<file path="src/rtl/outbound_window_decoder.sv">
module outbound_window_decoder #(
  parameter int AW        = 32,
  parameter int NWIN_LOG  = 5,
  parameter int CHUNK_LOG = 23,
  parameter int GATE_LSB  = 7
) (
  input  logic                clk,
  input  logic                rst_n,
  input  logic                reg_wr,
  input  logic                reg_sel,
  input  logic [AW-1:0]       reg_wdata,
  output logic [AW-1:0]       mask_rd,
  output logic [AW-1:0]       ctrl_rd,
  input  logic [AW-1:0]       cpu_addr,
  output logic                fwd,
  output logic [NWIN_LOG-1:0] win_idx,
  input  logic [AW-1:0]       bm_addr,
  output logic [1:0]          bm_class
);
  localparam int NWIN = 1 << NWIN_LOG;
  localparam int TOP_LSB = CHUNK_LOG + NWIN_LOG;
  localparam logic [AW-1:0] ALLOWED = {1'b0, {(NWIN-2){1'b1}}, 1'b0};
  localparam logic [AW-1:0] WIN_BASE = 32'hF000_0000;
  localparam logic [AW-1:0] PCI_LO = WIN_BASE + (32'd1 << CHUNK_LOG);
  localparam logic [AW-1:0] PCI_HI = PCI_LO + ((NWIN - 2) << CHUNK_LOG);
  localparam logic [AW-1:0] LOC_LO = 32'hFFF0_0000;
  localparam logic [AW-1:0] LOC_HI = LOC_LO + 32'h000F_FFFF;

  logic [AW-1:0] mask_q, ctrl_q;
  logic [NWIN_LOG-1:0] chunk;
  logic in_top, gate_on;

  always_ff @(posedge clk or negedge rst_n) begin
    if (!rst_n) begin
      mask_q <= '0;
      ctrl_q <= '0;
    end else if (reg_wr) begin
      if (reg_sel) ctrl_q <= reg_wdata;
      else         mask_q <= reg_wdata & ALLOWED;
    end
  end

  assign mask_rd = mask_q;
  assign ctrl_rd = ctrl_q;

  assign chunk   = cpu_addr[TOP_LSB-1:CHUNK_LOG];
  assign in_top  = &cpu_addr[AW-1:TOP_LSB];
  assign gate_on = ctrl_q[GATE_LSB+1:GATE_LSB] == 2'b01;
  assign fwd     = gate_on & in_top & mask_q[chunk];
  assign win_idx = fwd ? chunk : '0;

  always_comb begin
    if (bm_addr < PCI_LO)                          bm_class = 2'd1;
    else if (bm_addr < PCI_HI)                     bm_class = 2'd2;
    else if (bm_addr >= LOC_LO && bm_addr < LOC_HI) bm_class = 2'd3;
    else                                           bm_class = 2'd0;
  end


  mask_edge_chk: assert property (@(posedge clk) disable iff (!rst_n)
    (reg_wr && !reg_sel) |=> (!mask_rd[0] && !mask_rd[AW-1] &&
                              mask_rd[AW-2:1] == $past(reg_wdata[AW-2:1])));

  ctrl_hold_chk: assert property (@(posedge clk) disable iff (!rst_n)
    !reg_wr |=> ($stable(ctrl_rd) && $stable(mask_rd)));

  fwd_gate_chk: assert property (@(posedge clk) disable iff (!rst_n)
    fwd |-> (ctrl_rd[GATE_LSB+1:GATE_LSB] == 2'b01 && cpu_addr >= WIN_BASE));

  idx_zero_chk: assert property (@(posedge clk) disable iff (!rst_n)
    !fwd |-> win_idx == '0);

  idx_edge_chk: assert property (@(posedge clk) disable iff (!rst_n)
    fwd |-> (win_idx != '0 && win_idx != {NWIN_LOG{1'b1}}));

  bm_top_chk: assert property (@(posedge clk) disable iff (!rst_n)
    (&bm_addr) |-> bm_class == 2'd0);
endmodule

</file>
<file path="config.mk">
export PLATFORM = sky130hd
export DESIGN_NAME = outbound_window_decoder
export DESIGN_NICKNAME = d
export VERILOG_FILES = /design/src/rtl/outbound_window_decoder.sv
export SDC_FILE = /design/constraint.sdc
export NUM_CORES = 1
export LEC_CHECK = 0
export ABC_AREA = 1
export BUFFER_PORTS_ARGS = -buffer_cell sky130_fd_sc_hd__buf_2
export CAP_MARGIN = 20
export CORE_AREA = 2 2 90 92
export CTS_BUF_LIST = sky130_fd_sc_hd__clkbuf_8 sky130_fd_sc_hd__clkbuf_16
export DETAILED_ROUTE_END_ITERATION = 10
export DIE_AREA = 0 0 92 94
export PLACE_DENSITY = 0.83
export SYNTH_ARGS = -nofsm -noshare
export SYNTH_HDL_FRONTEND = slang
export SYNTH_SLANG_ARGS = --single-unit
</file>
<file path="constraint.sdc">
create_clock -name clk -period 1.2 [get_ports clk]
set_clock_uncertainty 0.15 [all_clocks]
set_input_delay 0.12 -clock clk [delete_from_list [all_inputs] [get_ports clk]]
set_output_delay 0.12 -clock clk [all_outputs]
set_load 0.05 [all_outputs]
</file>
### Word level (Yosys, flattened, before mapping)

Cells that the tools add are included.

* register bits: 62
* output and inout bits: 72

* bitwise operators: 3
* equality and inequality tests: 1
* mux-type cells: 6
* order comparisons: 5
* reduce and logical (&&, ||, !) cells: 4

Operator list (number)
* $lt 32x32->1 const B: 3
* $ge 32x32->1 const B: 1
* $lt 5x6->1 const B: 1
* $mux 2: 3
* $bmux 1 s5: 1
* $mux 5: 1
* $reduce_and 2->1: 2
* $reduce_and 4->1: 1
* $and 1x1->1: 2
* $eq 2x1->1 const B: 1
* $logic_and 1x1->1: 1
* $mux 1: 1
* $not 1->1: 1

### Depth between registers and ports, before layout

Gate-level depths: netlist of run 1.

* depth after elaboration: 5
* gate-level depth with buffers: 11
* gate-level depth less buffers: 9

### Worst setup path before layout of run 1

Ideal clock, no wire load.

* path type: flip-flop to output port
* start: reg mask_q[4], in the netlist mask_rd[4]
* end: out win_idx[0]
* setup slack: -0.912 ns
* stages on the path, launching flop included: 9
* path buffers: 0
* required time: 0.930 ns
* data arrival time: 1.842 ns
* path through: dfrtp_1 -> inv_1 -> nand2_2 -> nand3_1 -> nand3_1 -> nand3_1 -> nand3_2 -> nand3_4 -> nor2_1

* word-level cells in the longest chain between the ends: 4

RTL lines
* from (decl): line 29 `logic [AW-1:0] mask_q, ctrl_q;`
* from (signal assigned): line 39 `else mask_q <= reg_wdata & ALLOWED;`
* $bmux 1 s5: line 49 `assign fwd = gate_on & in_top & mask_q[chunk];`
* $mux 1 (not written as such): line 49
* $and 1x1->1: line 49
* $mux 5: line 50 `assign win_idx = fwd ? chunk : '0;`
* to (decl): line 16 `output logic [NWIN_LOG-1:0] win_idx,`

No other way between the ends. The select of a mux whose other input is x is not followed.

### Worst setup path in the final report of run 1

* start: reg mask_q[9], in the netlist mask_rd[9]
* end: out fwd

* word-level cells in the longest chain between the ends: 3

RTL lines
* $bmux 1 s5: line 49
* $mux 1 (not written as such): line 49
* $and 1x1->1: line 49
* to (decl): line 15 `output logic fwd,`

No other way between the ends. The select of a mux whose other input is x is not followed.

==> flow_metrics.tcl, run 1 <==
set metrics [dict create \
    status "finished with violations" \
    violations "setup timing" \
    clk_pin_slew_worst_paths_ns 0.07 \
    die_h_um 94 \
    clkLatencyLatePin_ns 0.33 \
    drv_cap 0 \
    route.detailed.drc 0 \
    post-route-period-util_pct 164 \
    cts_tree "built" \
    grt_pass1_vias 3352 \
    setup_viol 40 \
    worstSetupStartpointType "flop" \
    io_pins 172 \
    syn-instance-count 362 \
    ys_warn_count 0 \
    finalPower_mw 7.99 \
    core-area_um2 7610 \
    wire_per_inst_um 15.4 \
    cp_common_cell "nand3_1" \
    cts-root-buf "clkbuf_8" \
    yosysUniqueCellTypes 22 \
    yosysSeqAreaShare_pct 53.5 \
    swShare_pct 34.3 \
    portBuffers 146 \
    ant_nets 0 \
    peakVddDrop_mv 0.946 \
    dp_cells 640 \
    vias_per_cell 4.74 \
    min_period_ns 1.97 \
    final_nets 697 \
    cts_buffers 9 \
    fin_cells 705 \
    crit_chain "inv_1 > nand2_1 > nand3_1 > nand3_1 > nand3_1 > nand3_2 > nand3_4 > clkinvlp_4 > buf_8" \
    grt_max_degree 63 \
    clk_path_buf_depth 2 \
    cp_slowest_cell "dfrtp_2" \
    cp.arrival_ns 1.70 \
    grt_setup_unrepaired "true" \
    gr-total-overflow 0 \
    clockPowerShare_pct 29.3 \
    syn_area_per_cell_um2 8.02 \
    required_ns 0.93 \
    pwr-share-seq_pct 32.5 \
    netSwitchingPower_mw 2.74 \
    die_x_um 92 \
    firstDrtPassIters 4 \
    layout-drive-gt1-share_pct 48.5 \
    area_growth_pct 93.7 \
    clock_sinks 62 \
    postLayoutSetupSlackWorst_ns -0.767 \
    dieArea_um2 8650 \
    nFillCells 516 \
    cpPeakStageDelay_ns 0.42 \
    gp_congestion 0.764 \
    grt_pass1_wl_mm 16.3 \
    path_class "flop to output pin" \
    p_leak_nw 2.86 \
    hold_ws_ns 0.0834 \
    drt_iter0_drc 178 \
    internal_power_mw 5.25 \
    end_kind "output pin" \
    rows 32 \
    slew_viol_final 0 \
    fmax_ghz 0.508 \
    ys_ff_latch 62 \
    post-route-util_pct 73.9 \
    dp_hpwl_mm 6.37 \
    combPwrFrac_pct 38.2 \
    wirelength_mm 10.8 \
    crit_fanout 5 \
    p_per_area_nw_per_um2 1420 \
    holdCritPathClass "input port to flop" \
    vias 3340 \
    hold_viol 0 \
    initial_core_util_pct 38.1 \
    synth_area_um2 2900 \
    htree_levels 3 \
    antenna_found_initial 1 \
    grt_usage_pct 24.4 \
]
[cells in the mapped netlist]
| master | instances | share of area (%) |
|---|---|---|
| buf_4 | 3 | 0.78 |
| inv_1 | 56 | 7.2 |
| buf_6 | 2 | 0.78 |
| nand4_1 | 5 | 1.1 |
| inv_6 | 1 | 0.30 |
| buf_8 | 1 | 0.52 |
| nor2_1 | 16 | 2.1 |
| a21oi_1 | 1 | 0.17 |
| nand3b_1 | 1 | 0.26 |
| nand3_2 | 2 | 0.69 |
| clkbuf_1 | 12 | 1.6 |
| or2_2 | 1 | 0.22 |
| nand3_1 | 22 | 3.8 |
| conb_1 | 1 | 0.13 |
| mux2_2 | 2 | 0.78 |
| nor3b_1 | 1 | 0.26 |
| nand2_1 | 105 | 14 |
| nand2_2 | 4 | 0.86 |
| dfrtp_1 | 62 | 53 |
| nand3_4 | 1 | 0.60 |
| o21ai_0 | 62 | 11 |
| nor3_1 | 1 | 0.17 |
[worst max-delay path: cells and delay by family (launching register included)]
family / cells / cell delay [ns]
and+or+nand+nor: 6 / 0.54
buffers and inverters: 3 / 0.39
DFF: 1 / 0.42
[power by group through the flow]
stage          clock network [mW]  logic, mW  registers, mW
2_1_floorplan                   0      0.459           3.52
3_3_place_gp                    0       2.18           2.56
3_5_place_dp                    0       2.22           2.57
4_1_cts                      2.39       2.81           2.56
5_1_grt                      2.49       3.23           2.62
6_report                     2.34       3.05           2.60
[through the flow]
stage	TNS (ns)	worst slack, ns	area [um^2]
after floorplan	-2.70	-0.455	3000
after global placement	-3.20	-0.471	4140
after detailed placement	-3.70	-0.562	4140
after CTS	-7.99	-0.767	5340
after global routing	-10.08	-0.887	5620
final	-8.12	-0.767	5620
[layout make-up]
cell class	instances	area, um^2	share of cell area (%)
Timing Repair Buffer	241	2270	40.4
Sequential cell	62	1590	28.3
Multi-Input combinational cell	226	1140	20.3
Inverter	57	226	4.03
Clock buffer	12	165	2.94
Tap cell	102	128	2.27
Clock inverter	4	93.8	1.67
Antenna cell	1	2.50	0.0445
[sequential cells by signal, indices dropped and copies added, names as in the netlist]
register and flops:
ctrl_rd 32, mask_rd 30
[path summary, 6_finish.rpt]
check                                   startpoint                      end  slack (ns)  cells past startpoint
min in group asynchronous                    rst_n  ctrl_rd[21]$_DFFE_PN0P_        0.19                      3
hold reg to reg            ctrl_rd[14]$_DFFE_PN0P_  ctrl_rd[14]$_DFFE_PN0P_        0.36                      2
hold / removal                              reg_wr  ctrl_rd[31]$_DFFE_PN0P_        0.08                      3
max in group asynchronous                    rst_n   mask_rd[4]$_DFFE_PN0P_        0.39                      3
setup reg to reg           mask_rd[20]$_DFFE_PN0P_  mask_rd[20]$_DFFE_PN0P_        0.06                      5
setup / recovery            mask_rd[9]$_DFFE_PN0P_                      fwd       -0.77                      9
[what timing repair did]
action | 4_1_cts | 5_1_grt
buffers inserted | 9 | 21
gates resized for setup | 178 | 57
endpoints found under the setup margin | 70 | 70
endpoints found under the hold margin | 124 | 0
pin swaps | 11 | 14
hold buffers | 33 | 0
[placed cells by master, fill, tap and decap left out, types with 3 or more instances in the layout]
master	synthesis	routed
buf_12	0	3
buf_2	0	72
buf_4	3	28
buf_6	2	71
buf_8	1	34
bufinv_16	0	3
clkbuf_8	0	12
dfrtp_1	62	31
dfrtp_2	0	31
dlygate4sd3_1	0	33
inv_1	56	50
inv_2	0	5
nand2_1	105	100
nand2_2	4	9
nand3_1	22	18
nand3_2	2	5
nand4_1	5	5
nor2_1	16	9
nor2_2	0	3
nor2_4	0	4
o21ai_0	62	60
[cell families (layout without fill, tap and decap cells)]
kind of cell,Yosys count,after routing,share of synthesized area (%)
AOI/OAI and AO/OA,63,63,10.9
buffers and inverters,75,314,11.2
DFF,62,62,53.5
muxes,2,2,0.776
other,1,3,0.129
and+or+nand+nor,159,159,23.6
[layer usage]
metal / global-route usage (%) / up-vias / wire (um) / share of wire, %
li1: - / 1595 / - / -
met1: 26.8 / 1566 / 4010 / 37
met2: 45.3 / 157 / 5760 / 53
met3: 6.90 / 22 / 824 / 7.6
met4: 8.08 / 0 / 254 / 2.3
met5: 0 / - / 0 / 0
No activity file was read; power rests on OpenSTA's default activity.
==> run 2, diff against run 1 <==
CORE_AREA = 2 2 85 87   (was 2 2 90 92)
DIE_AREA = 0 0 87 89   (was 0 0 92 94)
PLACE_DENSITY = 0.79   (was 0.83)
clock period = 1.95 ns   (was 1.2 ns; I/O delays follow)
==> run 2 against run 1 <==
The flow now finishes without violations; sequential power fell by 40%; total power is 50% lower; non-clock buffer count down 42; count of clock-buffer cells in the layout is 1 lower; hold slack worse by 0.066 ns.
==> flow_metrics.tcl, run 2 (same netlist as run 1, synthesis figures left out) <==
set metrics [dict create \
    status "completed" \
    antenna_found_initial 0 \
    dieArea_um2 7740 \
    cpPeakStageDelay_ns 0.36 \
    grt_setup_unrepaired "true" \
    cts_tree "built" \
    gp_congestion 0.874 \
    final_nets 655 \
    die_x_um 87 \
    p_leak_nw 2.49 \
    nFillCells 565 \
    clk_path_buf_depth 2 \
    p_per_area_nw_per_um2 908 \
    antenna_cells 0 \
    hold_ws_ns 0.0172 \
    drt_iter0_drc 95 \
    worstSetupStartpointType "flop" \
    grt_pass1_vias 2877 \
    post-route-util_pct 65.8 \
    layout_commonest_cell "buf_2" \
    path_class "flop to output pin" \
    end_kind "output pin" \
    wirelength_mm 8.53 \
    die_h_um 89 \
    portBuffers 146 \
    post-route-period-util_pct 99.8 \
    min_period_ns 1.95 \
    core-area_um2 6720 \
    multiInputGateArea_um2 1060 \
    dp_hpwl_mm 5.91 \
    clk_pin_slew_worst_paths_ns 0.06 \
    firstDrtPassIters 4 \
    cp.arrival_ns 1.60 \
    route.detailed.drc 0 \
    wire_per_inst_um 13.3 \
    layout-drive-gt1-share_pct 35.9 \
    cts_buffers 9 \
    cp_slowest_cell "dfrtp_1" \
    setup_viol 0 \
    clkLatencyLatePin_ns 0.35 \
    crit_chain "nor2_1 > nor2_1 > nand2_1 > nand3_2 > nand3_1 > nand3_2 > nand3_4 > nor2_4 > buf_8" \
    rows 30 \
    peakVddDrop_mv 0.517 \
    slew_viol_final 0 \
    fmax_ghz 0.514 \
    ff_latch_area_um2 1550 \
    grt_usage_pct 22.7 \
    htree_levels 3 \
    io_pins 172 \
    ant_nets 0 \
    finalPower_mw 4.01 \
    area_growth_pct 52.4 \
    holdCritPathClass "input port to flop" \
    hold_viol 0 \
    grt_pass1_wl_mm 13.2 \
    crit_fanout 5 \
    gr-total-overflow 0 \
    grt_max_degree 63 \
    cts-root-buf "clkbuf_8" \
    drv_cap 0 \
    layout_common_cells "140 x buf_2, 103 x nand2_1, 62 x o21ai_0, 62 x dfrtp_1, 57 x inv_1" \
    initial_core_util_pct 43.2 \
    largest_register_ffs 32 \
    clock_sinks 62 \
    vias_per_cell 4.62 \
    vias 2954 \
    required_ns 1.60 \
]
==> run 2: changes by cell type in the layout (fill, tap and decap cells not counted), moves of 5 or more <==
cell     change
buf_2       +68
buf_6       -68
buf_8       -32
dfrtp_1     +31
dfrtp_2     -31
buf_4        -9
inv_1        +7
inv_2        -5
==> run 2: path summary, 6_finish.rpt <==
path	slack (ns)	cells past startpoint	start	endpoint
max	0.003	9	mask_rd[20]$_DFFE_PN0P_	win_idx[3]
max reg2reg	0.98	3	mask_rd[25]$_DFFE_PN0P_	mask_rd[25]$_DFFE_PN0P_
min in group asynchronous	0.25	3	rst_n	ctrl_rd[23]$_DFFE_PN0P_
max in group asynchronous	1.15	3	rst_n	ctrl_rd[8]$_DFFE_PN0P_
min reg2reg	0.33	2	ctrl_rd[9]$_DFFE_PN0P_	ctrl_rd[9]$_DFFE_PN0P_
min	0.02	3	reg_wdata[8]	mask_rd[8]$_DFFE_PN0P_
==> run 2: timing repair <==
action,4_1_cts,5_1_grt
pin swaps,0,3
hold buffers,32,0
buffers inserted,7,8
endpoints found under the hold margin,119,0
gates resized for setup,11,5
endpoints found under the setup margin,6,6
cloned,0,0
==> run 2: power breakdown <==
group          switching [mW]  internal [mW]  total (mW)
Combinational           0.945          0.380        1.33
Clock                   0.488          0.648        1.14
Sequential              0.104           1.45        1.55
Total                    1.54           2.48        4.01
==> run 2: worst max-delay path: cells and delay by family, from the launching register on <==
family	cells	cell delay (ns)
and+or+nand+nor	8	0.75
DFF	1	0.36
buffers and inverters	1	0.16
==> run 2: layer usage <==
layer	up-vias	share of wire (%)	global-route usage, %
met2	125	51	42.3
li1	1508	-	-
met1	1307	39	24.3
met4	0	2.0	9.52
met5	-	0	0
met3	14	7.9	6.19
==> run 2: area by class of cell <==
class                   count  area share (%)
well taps                  80            2.26
inverters                  57            4.95
clock inverters             5            1.10
clock buffers              11            3.42
repair buffers            199            29.1
flip-flops and latches     62            35.1
multi-input cells         226            24.1
==> run 2: metrics by stage <==
| stage | cell area (um^2) | setup TNS [ns] | instances | setup WS, ns |
|---|---|---|---|---|
| after floorplan | 2920 | -0.125 | 363 | -0.0314 |
| after global placement | 3730 | 0 | 577 | 0.122 |
| after detailed placement | 3730 | 0 | 577 | 0.0873 |
| after CTS | 4340 | -0.00841 | 632 | -0.00627 |
| after global routing | 4420 | -0.626 | 640 | -0.126 |
| final | 4420 | 0 | 640 | 0.00321 |
==> run 3, diff against run 2 <==
--- a/constraint.sdc
+++ b/constraint.sdc
@@ -3,3 +3,3 @@
 set_input_delay 0.195 -clock clk [delete_from_list [all_inputs] [get_ports clk]]
 set_output_delay 0.195 -clock clk [all_outputs]
-set_load 0.05 [all_outputs]
+set_load 0.02 [all_outputs]
==> run 3 against run 2 <==
Count of clock-buffer cells in the layout fell by 1; worst setup slack improved by 0.017 ns; die area stayed put; maximum frequency up 0.89%; total power fell by 7.7%; via count grew 1.3%; wire length shrank 3.8%; cell area unchanged; clock power grew 7%; sequential share of layout area unchanged; sequential cell count stayed put; critical endpoint is now win_idx[1]; largest cell class unchanged.
==> flow_metrics.tcl, run 3 (same netlist as run 1, synthesis figures left out) <==
set metrics [dict create \
    hold_viol 0 \
    gp_congestion 0.752 \
    postLayoutSetupSlackWorst_ns 0.0203 \
    clock_sinks 62 \
    clk_path_buf_depth 2 \
    path_buf_inv 1 \
    grt_pass1_vias 2799 \
    cpLargestDelayFamily "simple AND/OR/NAND/NOR gates" \
    post-route-period-util_pct 99.0 \
    stdcell_area_um2 4420 \
    wire_per_inst_um 12.8 \
    die_h_um 89 \
    crit_chain "nand2_1 > nand2_1 > nand2_1 > nand3_2 > nand3_2 > nand3_4 > nand3_4 > nor2_1 > buf_4" \
    layout-drive-gt1-share_pct 36.5 \
    largest_register_ffs 32 \
    multiInputGateArea_um2 1080 \
    rows 30 \
    grt_pass1_wl_mm 12.6 \
    io_pins 172 \
    post-route-util_pct 65.8 \
    vias 2991 \
    ff_latch_area_um2 1550 \
    cp_slowest_cell "dfrtp_1" \
    cts_tree "built" \
    status "completed" \
    clkLatencyLatePin_ns 0.33 \
    finalPower_mw 3.71 \
    p_leak_nw 2.50 \
    area_growth_pct 52.4 \
    die_x_um 87 \
    htree_levels 3 \
    cts_buffers 9 \
    ant_nets 0 \
    route.detailed.drc 0 \
    place_area_um2 3710 \
    required_ns 1.60 \
    min_period_ns 1.93 \
    dpl_worst_slack_ns 0.170 \
    setup_viol 0 \
    drv_cap 0 \
    crit_fanout 5 \
    cpPeakStageDelay_ns 0.39 \
    initial_core_util_pct 43.2 \
    worstSetupStartpointType "flop" \
    layout_commonest_cell "buf_2" \
    slew_viol_final 0 \
    nFillCells 570 \
    layout_common_cells "141 x buf_2, 102 x nand2_1, 62 x o21ai_0, 62 x dfrtp_1, 58 x inv_1" \
    clk_pin_slew_worst_paths_ns 0.07 \
    final_nets 656 \
    antenna_cells 0 \
    fmax_ghz 0.518 \
    holdCritPathClass "input port to flop" \
    cts-root-buf "clkbuf_8" \
    grt_setup_unrepaired "true" \
    dp_hpwl_mm 5.63 \
    grt_max_degree 61 \
    wirelength_mm 8.21 \
    grt_usage_pct 21.2 \
    vias_per_cell 4.67 \
    antenna_found_initial 0 \
    dieArea_um2 7740 \
    p_per_area_nw_per_um2 838 \
    firstDrtPassIters 4 \
    drt_iter0_drc 107 \
    cp.arrival_ns 1.58 \
    path_class "flop to output pin" \
    end_kind "output pin" \
    peakVddDrop_mv 0.555 \
    hold_ws_ns 0.0381 \
    cp_common_cell "nand2_1" \
    portBuffers 146 \
    gr-total-overflow 0 \
    core-area_um2 6720 \
]
[run 3: changes by cell type in the layout (fill, tap and decap cells not counted), moves of 2 or more]
cell     change
nand3_1      -5
buf_8        -2
buf_4        +4
buf_12       -2
nand3_2      +4
nor2_4       -2
nor2_1       +2
[run 3: repair_timing]
item                       in CTS  in global routing
setup endpoints to repair       0                  6
hold buffers                   32                  0
setup buffers                   0                 14
hold endpoints to repair       77                  0
resized for setup               0                 19
[run 3: routing by layer]
metal / part of all wire [%] / vias up / routed length [um] / track usage [%]
li1: - / 1512 / - / -
met1: 42 / 1337 / 3490 / 24.9
met2: 49 / 129 / 4040 / 37.8
met3: 6.6 / 13 / 541 / 4.99
met4: 1.7 / 0 / 139 / 8.24
met5: 0 / - / 0 / 0
[run 3: layout make-up]
cell class	count	area share (%)
well taps	80	2.26
repair buffers	200	28.3
clock buffers	10	3.11
flip-flops and latches	62	35.1
inverters	57	4.95
clock inverters	6	1.75
multi-input cells	226	24.5
[run 3: path summary, 6_finish.rpt]
check	startpoint	to	slack (ns)	depth (start not counted)
setup / recovery	mask_rd[16]$_DFFE_PN0P_	win_idx[1]	0.02	9
hold / removal	reg_wdata[10]	mask_rd[10]$_DFFE_PN0P_	0.04	3
setup reg to reg	mask_rd[18]$_DFFE_PN0P_	mask_rd[18]$_DFFE_PN0P_	0.99	3
hold reg to reg	ctrl_rd[14]$_DFFE_PN0P_	ctrl_rd[14]$_DFFE_PN0P_	0.33	2
max in group asynchronous	rst_n	mask_rd[2]$_DFFE_PN0P_	0.84	3
min in group asynchronous	rst_n	ctrl_rd[21]$_DFFE_PN0P_	0.21	2
[run 3: worst min-delay path, cell delays in order]
cell and delay [ns]:
buf_2 0.10, inv_1 0.08, o21ai_0 0.09
[run 3: metrics by stage]
stage                     TNS [ns]  cells
after floorplan                  0    363
after global placement           0    579
after detailed placement         0    579
after CTS                        0    627
after global routing        -0.254    641
final                            0    641
[run 3: where the power goes]
part / leakage, nW / total (mW) / internal (mW) / switching (mW)
logic: 1.62 / 0.933 / 0.378 / 0.555
registers: 0.766 / 1.55 / 1.45 / 0.103
clock network: 0.119 / 1.22 / 0.741 / 0.481
